--- config.mk ---
export PLATFORM = sky130hd
export DESIGN_NAME = sync_rx_framer
export DESIGN_NICKNAME = d
export VERILOG_FILES = /design/src/rtl/sync_rx_pkg.sv /design/src/rtl/sync_shift_window.sv /design/src/rtl/sync_hunt_detect.sv /design/src/rtl/sync_char_asm.sv /design/src/rtl/sync_rx_framer.sv
export SDC_FILE = /design/constraint.sdc
export NUM_CORES = 1
export LEC_CHECK = 0
export BUFFER_PORTS_ARGS = -buffer_cell sky130_fd_sc_hd__buf_2
export CAP_MARGIN = 20
export CELL_PAD_IN_SITES_DETAIL_PLACEMENT = 2
export CELL_PAD_IN_SITES_GLOBAL_PLACEMENT = 2
export CORE_MARGIN = 5
export CORE_UTILIZATION = 25
export DETAILED_ROUTE_END_ITERATION = 10
export PLACE_DENSITY_LB_ADDON = 0.1
export RECOVER_POWER = 100
export SYNTH_ARGS = -nofsm -noshare
export SYNTH_HDL_FRONTEND = slang
export SYNTH_SLANG_ARGS = --single-unit
--- constraint.sdc ---
create_clock -name clk -period 2.1 [get_ports clk]
set_input_delay 0.315 -clock clk [delete_from_list [all_inputs] [get_ports clk]]
set_output_delay 0.315 -clock clk [all_outputs]
set_load 0.01 [all_outputs]
--- src/rtl/sync_rx_pkg.sv ---
package sync_rx_pkg;

  typedef enum logic [1:0] {
    MODE_MONO = 2'd0,
    MODE_BI   = 2'd1,
    MODE_EXT  = 2'd2,
    MODE_EXT2 = 2'd3
  } sync_mode_e;

  // number of bits in one character for a length select value
  function automatic int unsigned char_bits(input int unsigned min_bits,
                                            input logic [1:0] sel);
    return min_bits + int'(sel);
  endfunction

  // saturating increment of a fill level
  function automatic int unsigned sat_inc(input int unsigned val,
                                          input int unsigned limit);
    return (val >= limit) ? limit : val + 1;
  endfunction

  function automatic logic is_ext_mode(input sync_mode_e m);
    return (m == MODE_EXT) || (m == MODE_EXT2);
  endfunction

endpackage

--- src/rtl/sync_shift_window.sv ---
module sync_shift_window #(
  parameter int unsigned SYNC_W = 8
) (
  input  logic                     clk,
  input  logic                     rst_n,
  input  logic                     clr,
  input  logic                     shift,
  input  logic                     din,
  output logic [2*SYNC_W-1:0]      next_win,
  output logic [$clog2(2*SYNC_W+1)-1:0] next_fill
);
  localparam int unsigned WIN_W  = 2 * SYNC_W;
  localparam int unsigned FILL_W = $clog2(WIN_W + 1);

  logic [WIN_W-1:0]  win_q;
  logic [FILL_W-1:0] fill_q;

  // window as it would look with the current bit appended
  assign next_win  = {win_q[WIN_W-2:0], din};
  assign next_fill = FILL_W'(sync_rx_pkg::sat_inc(int'(fill_q), WIN_W));

  always_ff @(posedge clk or negedge rst_n) begin
    if (!rst_n) begin
      win_q  <= '0;
      fill_q <= '0;
    end else if (clr) begin
      win_q  <= '0;
      fill_q <= '0;
    end else if (shift) begin
      win_q  <= next_win;
      fill_q <= next_fill;
    end
  end

  // window fill never exceeds its width (R3 depends on it)
  p_fill_bound_r3: assert property (@(posedge clk) disable iff (!rst_n)
    fill_q <= FILL_W'(WIN_W));

  // a cleared window restarts empty
  p_clr_empties_r3: assert property (@(posedge clk) disable iff (!rst_n)
    clr |=> (fill_q == '0));

endmodule

--- src/rtl/sync_hunt_detect.sv ---
module sync_hunt_detect #(
  parameter int unsigned SYNC_W = 8
) (
  input  sync_rx_pkg::sync_mode_e       mode,
  input  logic [SYNC_W-1:0]             pat_a,
  input  logic [SYNC_W-1:0]             pat_b,
  input  logic [2*SYNC_W-1:0]           next_win,
  input  logic [$clog2(2*SYNC_W+1)-1:0] next_fill,
  input  logic                          take,
  input  logic                          ext_sync,
  output logic                          acquire,
  output logic                          ext_start
);
  localparam int unsigned WIN_W  = 2 * SYNC_W;
  localparam int unsigned FILL_W = $clog2(WIN_W + 1);

  logic mono_hit;
  logic bi_hit;
  logic ext_hit;

  assign mono_hit = (mode == sync_rx_pkg::MODE_MONO) &&
                    (next_fill >= FILL_W'(SYNC_W)) &&
                    (next_win[SYNC_W-1:0] == pat_a);

  assign bi_hit   = (mode == sync_rx_pkg::MODE_BI) &&
                    (next_fill >= FILL_W'(WIN_W)) &&
                    (next_win == {pat_a, pat_b});

  assign ext_hit  = sync_rx_pkg::is_ext_mode(mode) && ext_sync;

  assign acquire   = take && (mono_hit || bi_hit || ext_hit);
  assign ext_start = take && ext_hit;

endmodule

--- src/rtl/sync_char_asm.sv ---
module sync_char_asm #(
  parameter int unsigned CHAR_W = 8
) (
  input  logic              clk,
  input  logic              rst_n,
  input  logic              clr,
  input  logic              start,
  input  logic              shift,
  input  logic              din,
  input  logic [1:0]        len_sel,
  output logic [CHAR_W-1:0] char_q,
  output logic              vld_q
);
  localparam int unsigned MIN_BITS = CHAR_W - 3;
  localparam int unsigned CNT_W    = $clog2(CHAR_W + 1);

  logic [CHAR_W-1:0] acc_q;
  logic [CNT_W-1:0]  cnt_q;
  logic [CNT_W-1:0]  cnt_inc;
  logic [CNT_W-1:0]  nbits;
  logic [CHAR_W-1:0] mask;
  logic [CHAR_W-1:0] acc_next;
  logic              last_bit;

  assign nbits    = CNT_W'(sync_rx_pkg::char_bits(MIN_BITS, len_sel));
  assign cnt_inc  = cnt_q + 1'b1;
  assign acc_next = {acc_q[CHAR_W-2:0], din};
  assign last_bit = shift && (cnt_inc >= nbits);

  for (genvar i = 0; i < CHAR_W; i++) begin : g_mask
    assign mask[i] = (CNT_W'(i) < nbits);
  end

  always_ff @(posedge clk or negedge rst_n) begin
    if (!rst_n) begin
      acc_q  <= '0;
      cnt_q  <= '0;
      char_q <= '0;
      vld_q  <= 1'b0;
    end else if (clr) begin
      acc_q  <= '0;
      cnt_q  <= '0;
      vld_q  <= 1'b0;
    end else begin
      vld_q <= 1'b0;
      if (start) begin
        acc_q <= {{(CHAR_W-1){1'b0}}, din};
        cnt_q <= CNT_W'(1);
      end else if (last_bit) begin
        char_q <= acc_next & mask;
        vld_q  <= 1'b1;
        acc_q  <= '0;
        cnt_q  <= '0;
      end else if (shift) begin
        acc_q <= acc_next;
        cnt_q <= cnt_inc;
      end
    end
  end

  // strobe is a single cycle
  p_vld_single_r7: assert property (@(posedge clk) disable iff (!rst_n)
    vld_q |=> !vld_q);

  // a strobe always follows an accepted bit
  p_vld_after_bit_r9: assert property (@(posedge clk) disable iff (!rst_n)
    vld_q |-> $past(shift));

  // bit count stays inside one character
  p_cnt_bound_r6: assert property (@(posedge clk) disable iff (!rst_n)
    cnt_q < CNT_W'(CHAR_W));

endmodule

--- src/rtl/sync_rx_framer.sv ---
module sync_rx_framer #(
  parameter int unsigned SYNC_W = 8,
  parameter int unsigned CHAR_W = 8
) (
  input  logic              clk,
  input  logic              rst_n,
  input  logic              bit_en,
  input  logic              rx_bit,
  input  logic [1:0]        mode,
  input  logic [1:0]        char_len,
  input  logic [SYNC_W-1:0] sync_a,
  input  logic [SYNC_W-1:0] sync_b,
  input  logic              ext_sync,
  input  logic              hunt_cmd,
  output logic [CHAR_W-1:0] char_out,
  output logic              char_vld,
  output logic              sync_ok
);
  localparam int unsigned WIN_W  = 2 * SYNC_W;
  localparam int unsigned FILL_W = $clog2(WIN_W + 1);

  sync_rx_pkg::sync_mode_e md;
  logic                    sync_q;
  logic                    take;
  logic                    hunt_take;
  logic                    run_take;
  logic [WIN_W-1:0]        next_win;
  logic [FILL_W-1:0]       next_fill;
  logic                    acquire;
  logic                    ext_start;

  assign md        = sync_rx_pkg::sync_mode_e'(mode);
  assign take      = bit_en && !hunt_cmd;
  assign hunt_take = take && !sync_q;
  assign run_take  = take && sync_q;

  sync_shift_window #(.SYNC_W(SYNC_W)) win_i (
    .clk       (clk),
    .rst_n     (rst_n),
    .clr       (hunt_cmd),
    .shift     (hunt_take),
    .din       (rx_bit),
    .next_win  (next_win),
    .next_fill (next_fill)
  );

  sync_hunt_detect #(.SYNC_W(SYNC_W)) det_i (
    .mode      (md),
    .pat_a     (sync_a),
    .pat_b     (sync_b),
    .next_win  (next_win),
    .next_fill (next_fill),
    .take      (hunt_take),
    .ext_sync  (ext_sync),
    .acquire   (acquire),
    .ext_start (ext_start)
  );

  sync_char_asm #(.CHAR_W(CHAR_W)) asm_i (
    .clk     (clk),
    .rst_n   (rst_n),
    .clr     (hunt_cmd),
    .start   (ext_start),
    .shift   (run_take),
    .din     (rx_bit),
    .len_sel (char_len),
    .char_q  (char_out),
    .vld_q   (char_vld)
  );

  always_ff @(posedge clk or negedge rst_n) begin
    if (!rst_n)        sync_q <= 1'b0;
    else if (hunt_cmd) sync_q <= 1'b0;
    else if (acquire)  sync_q <= 1'b1;
  end

  assign sync_ok = sync_q;

  // no character while hunting
  p_no_char_in_hunt_r2: assert property (@(posedge clk) disable iff (!rst_n)
    char_vld |-> sync_ok);

  // hunt command always drops alignment
  p_hunt_drops_r8: assert property (@(posedge clk) disable iff (!rst_n)
    hunt_cmd |=> !sync_ok);

  // alignment is sticky without a hunt command
  p_sync_sticky_r8: assert property (@(posedge clk) disable iff (!rst_n)
    (sync_ok && !hunt_cmd) |=> sync_ok);

  // alignment only rises on an accepted bit
  p_rise_on_bit_r9: assert property (@(posedge clk) disable iff (!rst_n)
    $rose(sync_ok) |-> $past(bit_en && !hunt_cmd));

endmodule

==> results of run 1 <==
[report_power, final]
group          switching [uW]  internal (uW)
combinational             124           77.2
clock                     311            356
sequential               15.9            807
total                     451           1240
[sequential cells by signal, summed over array words and instances (netlist names)]
name          cells
asm_i.cnt_q       4
win_i.win_q      15
sync_ok           1
asm_i.char_q      8
asm_i.vld_q       1
asm_i.acc_q       7
win_i.fill_q      5
[cells in the mapped netlist (all sizes together), types with 2 or more instances]
library cell	n
a21oi	25
a22o	8
and2	2
buf	3
clkbuf	6
dfrtp	41
ha	10
inv	11
mux2	6
mux2i	2
nand2	35
nand2b	4
nand3	2
nand4	5
nor2	9
nor3	2
nor3b	2
nor4	4
o21ai	6
or3	2
xnor2	18
xor2	7
[layout make-up]
class                   instances  share of cell area
multi-input cells             160              0.4108
flip-flops and latches         41              0.3926
repair buffers                 43             0.08513
well taps                     108             0.05165
clock buffers                   5             0.02630
clock inverters                 3             0.01769
inverters                      11             0.01578
[timing repair]
| item | 4_1_cts | 5_1_grt |
|---|---|---|
| setup endpoints to repair | 2 | 7 |
| resized for setup | 1 | 5 |
| pin swaps | 0 | 1 |
[critical path, delay by kind of cell (launching register included)]
kind                       cells  cell delay (ns)
AOI/OAI and AO/OA              2             0.27
adders and majority gates      2             0.65
buffers and inverters          1             0.13
DFF                            1             0.44
muxes                          1             0.32
and+or+nand+nor                1             0.08
[through the flow]
| step | instances | worst slack (ns) | TNS [ns] | util |
|---|---|---|---|---|
| 2_1_floorplan | 221 | 0.1157 | 0 | - |
| 3_3_place_gp | 363 | 0.08443 | 0 | 0.2928 |
| 3_5_place_dp | 363 | 0.01253 | 0 | 0.2928 |
| 4_1_cts | 371 | 0.02474 | 0 | 0.3071 |
| 5_1_grt | 371 | -0.009836 | -0.01972 | 0.3045 |
| 6_report | 371 | 0.08196 | 0 | 0.3045 |
[how the worst min path moves through the flow]
stage | start | to | slack [ns] | cells past startpoint
after floorplan | rst_n | asm_i.acc_q[0] | 0.02 | 0
after global placement | rst_n | asm_i.cnt_q[2] | 0.34 | 1
after detailed placement | rst_n | asm_i.cnt_q[2] | 0.34 | 1
after CTS | rst_n | win_i.win_q[12] | 0.01 | 1
after global routing | hunt_cmd | asm_i.cnt_q[0] | 0.26 | 2
final | rst_n | win_i.fill_q[2] | 0.25 | 1
[layer usage]
metal | vias to the layer above | track usage
met4 | 0 | 0.04183
met1 | 851 | 0.1581
met5 | - | 0
met3 | 7 | 0.01894
li1 | 838 | -
met2 | 33 | 0.2102
[cells in the final DEF (no fill, tap or decap), drive strengths merged, types with 2 or more instances in the layout]
cell type / Yosys / routed
inv: 11 / 11
and2: 2 / 2
nand4: 5 / 5
nor3: 2 / 2
xor2: 7 / 7
nor4: 4 / 4
dfrtp: 41 / 41
mux2i: 2 / 2
nand2: 35 / 35
ha: 10 / 10
or3: 2 / 2
o21ai: 6 / 6
clkbuf: 6 / 19
nand3: 2 / 2
a21oi: 25 / 25
xnor2: 18 / 18
buf: 3 / 29
mux2: 6 / 6
a22o: 8 / 8
nor2: 9 / 9
nand2b: 4 / 4
nor3b: 2 / 2
[kinds of logic after synthesis]
family                   count (synthesis)  share of synthesized area
AO/OA/AOI/OAI                           45                     0.1272
buffers and inverters                   20                    0.03931
adder cells (fa/ha/maj)                 10                    0.05780
AND/OR/NAND/NOR                         72                     0.1601
XOR/XNOR                                25                     0.1012
multiplexers                             8                    0.04046
flip-flops                              41                     0.4740
==> metrics, run 1 <==
DRC Markers 0; startpoint class of the critical path register; Initial DRC Count 15; RSZ-0062 raised after global routing true; Net count, final 298; Cells after Synth 221; net count after synthesis 257; drt wl/cell 16.21 um; fin crit share 0.9610; Die X 103.1 um; Vias 1,729; fillcell total 981; DRT Wirelength 6.013 mm; Core Box Area 8593 um^2; VDD IR max 0.2820 mV; register bit count reported by yosys 41; Final GP Congestion 0.7359; DP HPWL 4.483 mm; pin count of the biggest net entering global routing 23; GR Overflow Total 0; Routed met1 length 2.719 mm; Avg Cell Area, Syn 9.794 um^2; vias in the first global route 1,900; Post-synth ARST share 1.000; highest routed layer met4; DRT Pass-1 Iters 4; Die Height 103.1 um; RR Startpoint asm_i.cnt_q[0]; slowest cell delay on critical path 0.44 ns; top_reg_cell synth dfrtp_1; Cell Area, Placed 2516 um^2; clock sinks 41; Yosys warnings 0; CTS tree built; I/O Buffers 35; worst slew pin tran 1.228 ns; initial antenna violation count 0; I/O pin total 36; hold slack 0.2513 ns; # setup viols final 0; share of layout cells above drive strength 1 0.1825; overall power 1691 uW; layout overhead on the synthesized area 20.87%; Initial Utilization 0.2519; number of flops mapped to enable cells by yosys 0; Total GRT Usage 0.1230; crit path max fanout 10; # rows 34; Final Critical Period 2.018 ns; Worst Setup End Kind register; WP data arrival 2.20 ns; slowest CP cell dfrtp_2; clock skew 0.006777 ns; htree depth 2; post-CTS setup buffers 0; Vias/cell 4.660; slew margin rel. 0.1811; first-pass GRT wire length 9.963 mm; routed wl met2 3.005 mm; Routed met3 length 197 um; crit path kind register to register; hold buffer count at CTS 0; synth top area cells dfrtp_1 (47%), xnor2_1 (7.3%), nand2_1 (6.1%); Diodes inserted 0; required time of the critical path 2.28 ns; Distinct cells, synth 36; Final Cell Area 2616 um^2; R2R depth 7; Peak Freq 495.5 MHz; crit path to asm_i.char_q[5]; top-area cell type share of the netlist area 0.4740; RR Endpoint asm_i.char_q[5]; Clock Tree Root clkbuf_8; worst path cell trace ha_1, ha_1, a21oi_2, o21ai_2, nand2_2, buf_12, mux2_1; Seq/Total Area, Yosys 0.4740; Most common cell on crit path ha_1; Pwr Density 646.4 nW/um^2; status completed; Pleak 0.001214 uW; register area 1027 um^2; flop2flop setup slack 0.08 ns; cell taking the most area after synthesis dfrtp_1; die footprint 10,620 um^2; Detail Route Antenna Nets 0; number of buffers created by CTS 5; Clock Latency Late Sink 0.30 ns; Worst Hold Class input pin to asynchronous set/reset pin; Pins Over Slew Limit 0; post-synthesis cell area 2165 um^2; Multi-input gate area 1075 um^2; Max Cap Violations 0; CTS max path bufs 2; Reg clk slew, reported paths 0.09 ns; Fin. Hold Viols 0; Crit. Startpoint asm_i.cnt_q[0]
No activity file was read; power rests on OpenSTA's default activity.
==> run 2, diff against run 1 <==
--- a/config.mk
+++ b/config.mk
@@ -10,8 +10,9 @@
 export CELL_PAD_IN_SITES_DETAIL_PLACEMENT = 2
 export CELL_PAD_IN_SITES_GLOBAL_PLACEMENT = 2
 export CORE_MARGIN = 5
-export CORE_UTILIZATION = 25
+export CORE_UTILIZATION = 31
 export DETAILED_ROUTE_END_ITERATION = 10
+export GPL_TIMING_DRIVEN = 0
 export PLACE_DENSITY_LB_ADDON = 0.1
 export RECOVER_POWER = 100
 export SYNTH_ARGS = -nofsm -noshare
==> metrics, run 2 (synthesis gave the netlist of run 1 again) <==
pin count of the biggest net entering global routing 42; Die X 93.56 um; Net count, final 303; DRT Pass-1 Iters 4; die footprint 8753 um^2; CP top delay family adder cells; worst slew pin tran 0.8526 ns; crit path max fanout 10; DRT Wirelength 5.840 mm; Largest register FFs 15; fin crit share 0.9382; required time of the critical path 2.29 ns; most frequent cells in the layout dfrtp_1 (40), nand2_1 (34), a21oi_1 (23), buf_2 (23), clkbuf_1 (18); Pins Over Slew Limit 0; Worst Hold Class input pin to register; Total GRT Usage 0.1447; status completed; Final Critical Period 1.970 ns; share of layout cells above drive strength 1 0.1716; startpoint class of the critical path register; fillcell total 771; Initial DRC Count 31; fin util 0.3860; commonest non-fill, non-tap cell in the layout dfrtp_1; Pwr Density 642.1 nW/um^2; Die Height 93.56 um; worst path cell trace ha_1, ha_1, a21oi_2, o21ai_2, nand2_4, mux2_1; Core Box Area 6794 um^2; VDD IR max 0.2397 mV; number of buffers created by CTS 5; clock sinks 41; Initial Utilization 0.3186; Peak Freq 507.6 MHz; GR Overflow Total 0; Reg clk slew, reported paths 0.09 ns; I/O pin total 36; DRC Markers 0; Reg with most FFs win_i.win_q; # setup viols final 0; Final Cell Area 2623 um^2; Vias 1,748; I/O Buffers 34; first-pass GRT wire length 9.777 mm; WP data arrival 2.16 ns; drt wl/cell 16.04 um; htree depth 2; RR Startpoint asm_i.cnt_q[0]; Max Cap Violations 0; slew margin rel. 0.4316; # rows 30; WP buf/inv 0; DP HPWL 4.348 mm; crit path kind register to register; Worst Setup End Kind register; Clock Latency Late Sink 0.30 ns; initial antenna violation count 0; CTS max path bufs 2; Diodes inserted 0; Cell Area, Placed 2455 um^2; Fin. Hold Viols 0; Multi-input gate area 1080 um^2; Crit. Startpoint asm_i.cnt_q[0]; Vias/cell 4.802; slowest cell delay on critical path 0.45 ns; layout overhead on the synthesized area 21.16%; slowest CP cell dfrtp_2; hold slack 0.3193 ns; Detail Route Antenna Nets 0; Clock Tree Root clkbuf_8; vias in the first global route 1,895; register area 1027 um^2; CTS tree built; Most common cell on crit path ha_1; Hold Crit Start rx_bit; biggest regs win_i.win_q x15, asm_i.char_q x8, asm_i.acc_q x7; clock skew 0.006490 ns; Final GP Congestion 0.7361; Pleak 0.001223 uW
## run 2: changes by cell type in the layout (fill, tap and decap cells not counted)
cell and delta:
nand2_2 -1, nand2_4 +1, o21ai_1 -2, clkbuf_4 +1
clkbuf_1 +6, buf_6 +1, buf_12 -1, clkbuf_2 -1
buf_2 -2, dlygate4sd3_1 +1, o21ai_0 +2
## run 2: what timing repair did
| item | 4_1_cts | 5_1_grt |
|---|---|---|
| hold endpoints to repair | 0 | 8 |
| pin swaps | 0 | 1 |
| resized for setup | 3 | 5 |
| setup endpoints to repair | 9 | 9 |
| setup buffers | 0 | 3 |
| hold buffers | 0 | 1 |
## run 2: report_power, final
group	switching (uW)	internal, uW
Sequential	18.1	807
Clock	308	356
Combinational	121	74.3
Total	447	1240
## run 2: final timing paths
kind / endpoint / slack, ns / depth (start not counted)
setup / recovery: asm_i.char_q[3] / 0.13 / 6
hold / removal: win_i.win_q[0] / 0.32 / 3
hold reg to reg: asm_i.char_q[4] / 0.49 / 1
min in group asynchronous: win_i.fill_q[2] / 0.49 / 2
setup reg to reg: asm_i.char_q[3] / 0.13 / 6
max in group asynchronous: sync_ok / 0.41 / 3
## run 2: worst reg2reg max path: stages, from the launching register on
cell	delay, ns
dfrtp_2	0.45
ha_1	0.34
ha_1	0.32
a21oi_2	0.17
o21ai_2	0.09
nand2_4	0.16
mux2_1	0.34
## run 2: final cells by class
class	instances	area share
repair buffers	39	0.07395
clock inverters	3	0.01765
clock buffers	5	0.02624
inverters	11	0.01574
well taps	96	0.04580
plain buffers	9	0.01718
multi-input cells	160	0.4117
flip-flops and latches	41	0.3917
## run 2: metrics by stage
step	power, uW	worst slack, ns	cells	setup TNS, ns
6_report	1684	0.1298	364	0
4_1_cts	1717	0.01069	359	0
3_5_place_dp	1038	-0.2262	351	-1.514
3_3_place_gp	1032	-0.1639	351	-1.023
2_1_floorplan	938.3	0.1157	221	0
5_1_grt	1776	-0.003796	364	-0.003796
## run 2: routing by layer
layer / vias to the layer above / global-route usage / part of all wire
met5: - / 0 / 0
met4: 0 / 0.03971 / 0.013
met3: 6 / 0.03379 / 0.036
met2: 28 / 0.2478 / 0.49
met1: 867 / 0.1822 / 0.46
li1: 847 / - / -
==> run 3, diff against run 2 <==
--- a/config.mk
+++ b/config.mk
@@ -9,7 +9,6 @@
 export CAP_MARGIN = 20
 export CELL_PAD_IN_SITES_DETAIL_PLACEMENT = 2
 export CELL_PAD_IN_SITES_GLOBAL_PLACEMENT = 2
-export CORE_MARGIN = 5
 export CORE_UTILIZATION = 31
 export DETAILED_ROUTE_END_ITERATION = 10
 export GPL_TIMING_DRIVEN = 0
==> constraint.sdc (replaced) <==
create_clock -name clk -period 2.1 [get_ports clk]
set_input_delay 0 -clock clk [delete_from_list [all_inputs] [get_ports clk]]
set_output_delay 0 -clock clk [all_outputs]
set_load 0.01 [all_outputs]
==> metrics, run 3 (synthesis gave the netlist of run 1 again) <==
Net count, final 305; clock sinks 41; DRT Pass-1 Iters 4; Die X 85.56 um; Diodes inserted 0; setup ws final 0.1308 ns; worst slew pin tran 0.9477 ns; first-pass GRT wire length 9.577 mm; Fin. Hold Viols 0; Hold Crit Start rx_bit; Max Cap Violations 0; pin count of the biggest net entering global routing 42; Cell Area, Placed 2435 um^2; drt wl/cell 16.79 um; # setup viols final 0; commonest non-fill, non-tap cell in the layout dfrtp_1; Clock Latency Late Sink 0.31 ns; I/O Buffers 34; DRT Wirelength 5.876 mm; most frequent cells in the layout dfrtp_1 (40), nand2_1 (34), buf_2 (25); Peak Freq 507.8 MHz; Final Cell Area 2643 um^2; I/O pin total 36; setup TNS 0 ns; Final GP Congestion 0.7563; required time of the critical path 2.35 ns; Worst Setup End Kind register; Core Box Area 6756 um^2; initial antenna violation count 0; overall power 1829 uW; crit path kind register to register; Largest register FFs 15; CTS max path bufs 2; Reg clk slew, reported paths 0.09 ns; Vias 1,810; slew margin rel. 0.3682; register area 1027 um^2; htree depth 2; crit path max fanout 9; WP data arrival 2.22 ns; startpoint class of the critical path register; slowest CP cell dfrtp_2; Total GRT Usage 0.1726; Most common cell on crit path ha_1; WP buf/inv 1; VDD IR max 0.2187 mV; worst path cell trace ha_1, ha_1, a21oi_2, o211a_1, buf_2, a21boi_1, a21o_1; DRC Markers 0; # rows 30; die footprint 7321 um^2; Detail Route Antenna Nets 0; RSZ-0062 raised after global routing true; slowest cell delay on critical path 0.42 ns; biggest regs win_i.win_q x15, asm_i.char_q x8, asm_i.acc_q x7; vias in the first global route 1,893; Final Critical Period 1.969 ns; RR Startpoint asm_i.cnt_q[0]; fin util 0.3911; Clock Tree Root clkbuf_8; number of buffers created by CTS 5; clock skew 0.009615 ns; Reg with most FFs win_i.win_q; CTS tree built; status completed; Vias/cell 5.171; fin crit share 0.9377; Multi-input gate area 1091 um^2; share of layout cells above drive strength 1 0.1778; Pwr Density 692.1 nW/um^2; pre-CTS setup slack -0.2210 ns; Initial Utilization 0.3204; Die Height 85.56 um; layout overhead on the synthesized area 22.08%; Pins Over Slew Limit 0; GR Overflow Total 0; DP HPWL 4.223 mm; Worst Hold Class input pin to register; Crit. Startpoint asm_i.cnt_q[0]; Initial DRC Count 26; CP top delay family compound AO/OA/AOI/OAI gates; fillcell total 778; Pleak 0.001254 uW
[run 3: power by group]
group,switching (uW),internal [uW]
Clock,320,479
Sequential,16.2,807
Combinational,129,78.2
[run 3: worst min-delay path: cells and delay by family]
family	cells	cell delay, ns
AO/OA/AOI/OAI	1	0.06
buffers and inverters	1	0.16
AND/OR/NAND/NOR	1	0.07
[run 3: layer usage]
| metal | wire (um) | track usage |
|---|---|---|
| met1 | 2613 | 0.2128 |
| met2 | 3027 | 0.3033 |
| met3 | 153 | 0.02984 |
| met4 | 82 | 0.06364 |
| met5 | 0 | 0 |
[run 3: path summary, 6_finish.rpt]
path                                    to  slack, ns  cells after the start
min                         win_i.win_q[0]       0.03                      3
max reg2reg                 asm_i.cnt_q[2]       0.13                      7
max in group asynchronous   win_i.win_q[0]       0.75                      3
max                         asm_i.cnt_q[2]       0.13                      7
min reg2reg                asm_i.char_q[4]       0.49                      1
min in group asynchronous   asm_i.cnt_q[2]       0.11                      2
[run 3: layout make-up]
cell class | instances | share of cell area
inverter | 11 | 0.01563
sequential | 41 | 0.3887
timing repair buffer | 40 | 0.07670
clock buffer | 5 | 0.02604
multi-input combinational | 161 | 0.4129
buffer | 9 | 0.01610
clock inverter | 3 | 0.02604
tap | 80 | 0.03788
[run 3: repair_timing]
action	4_1_cts	5_1_grt
hold buffers	1	0
pin swaps	0	1
endpoints found under the setup margin	9	8
gates resized for setup	4	4
buffers inserted	0	4
cloned	0	1
endpoints found under the hold margin	41	0
[run 3: through the flow]
stage / instances / hold slack, ns
2_1_floorplan: 221 / -0.2956
3_3_place_gp: 335 / 0.2214
3_5_place_dp: 335 / 0.2249
4_1_cts: 344 / 0.03717
5_1_grt: 350 / 0.05207
6_report: 350 / 0.02514
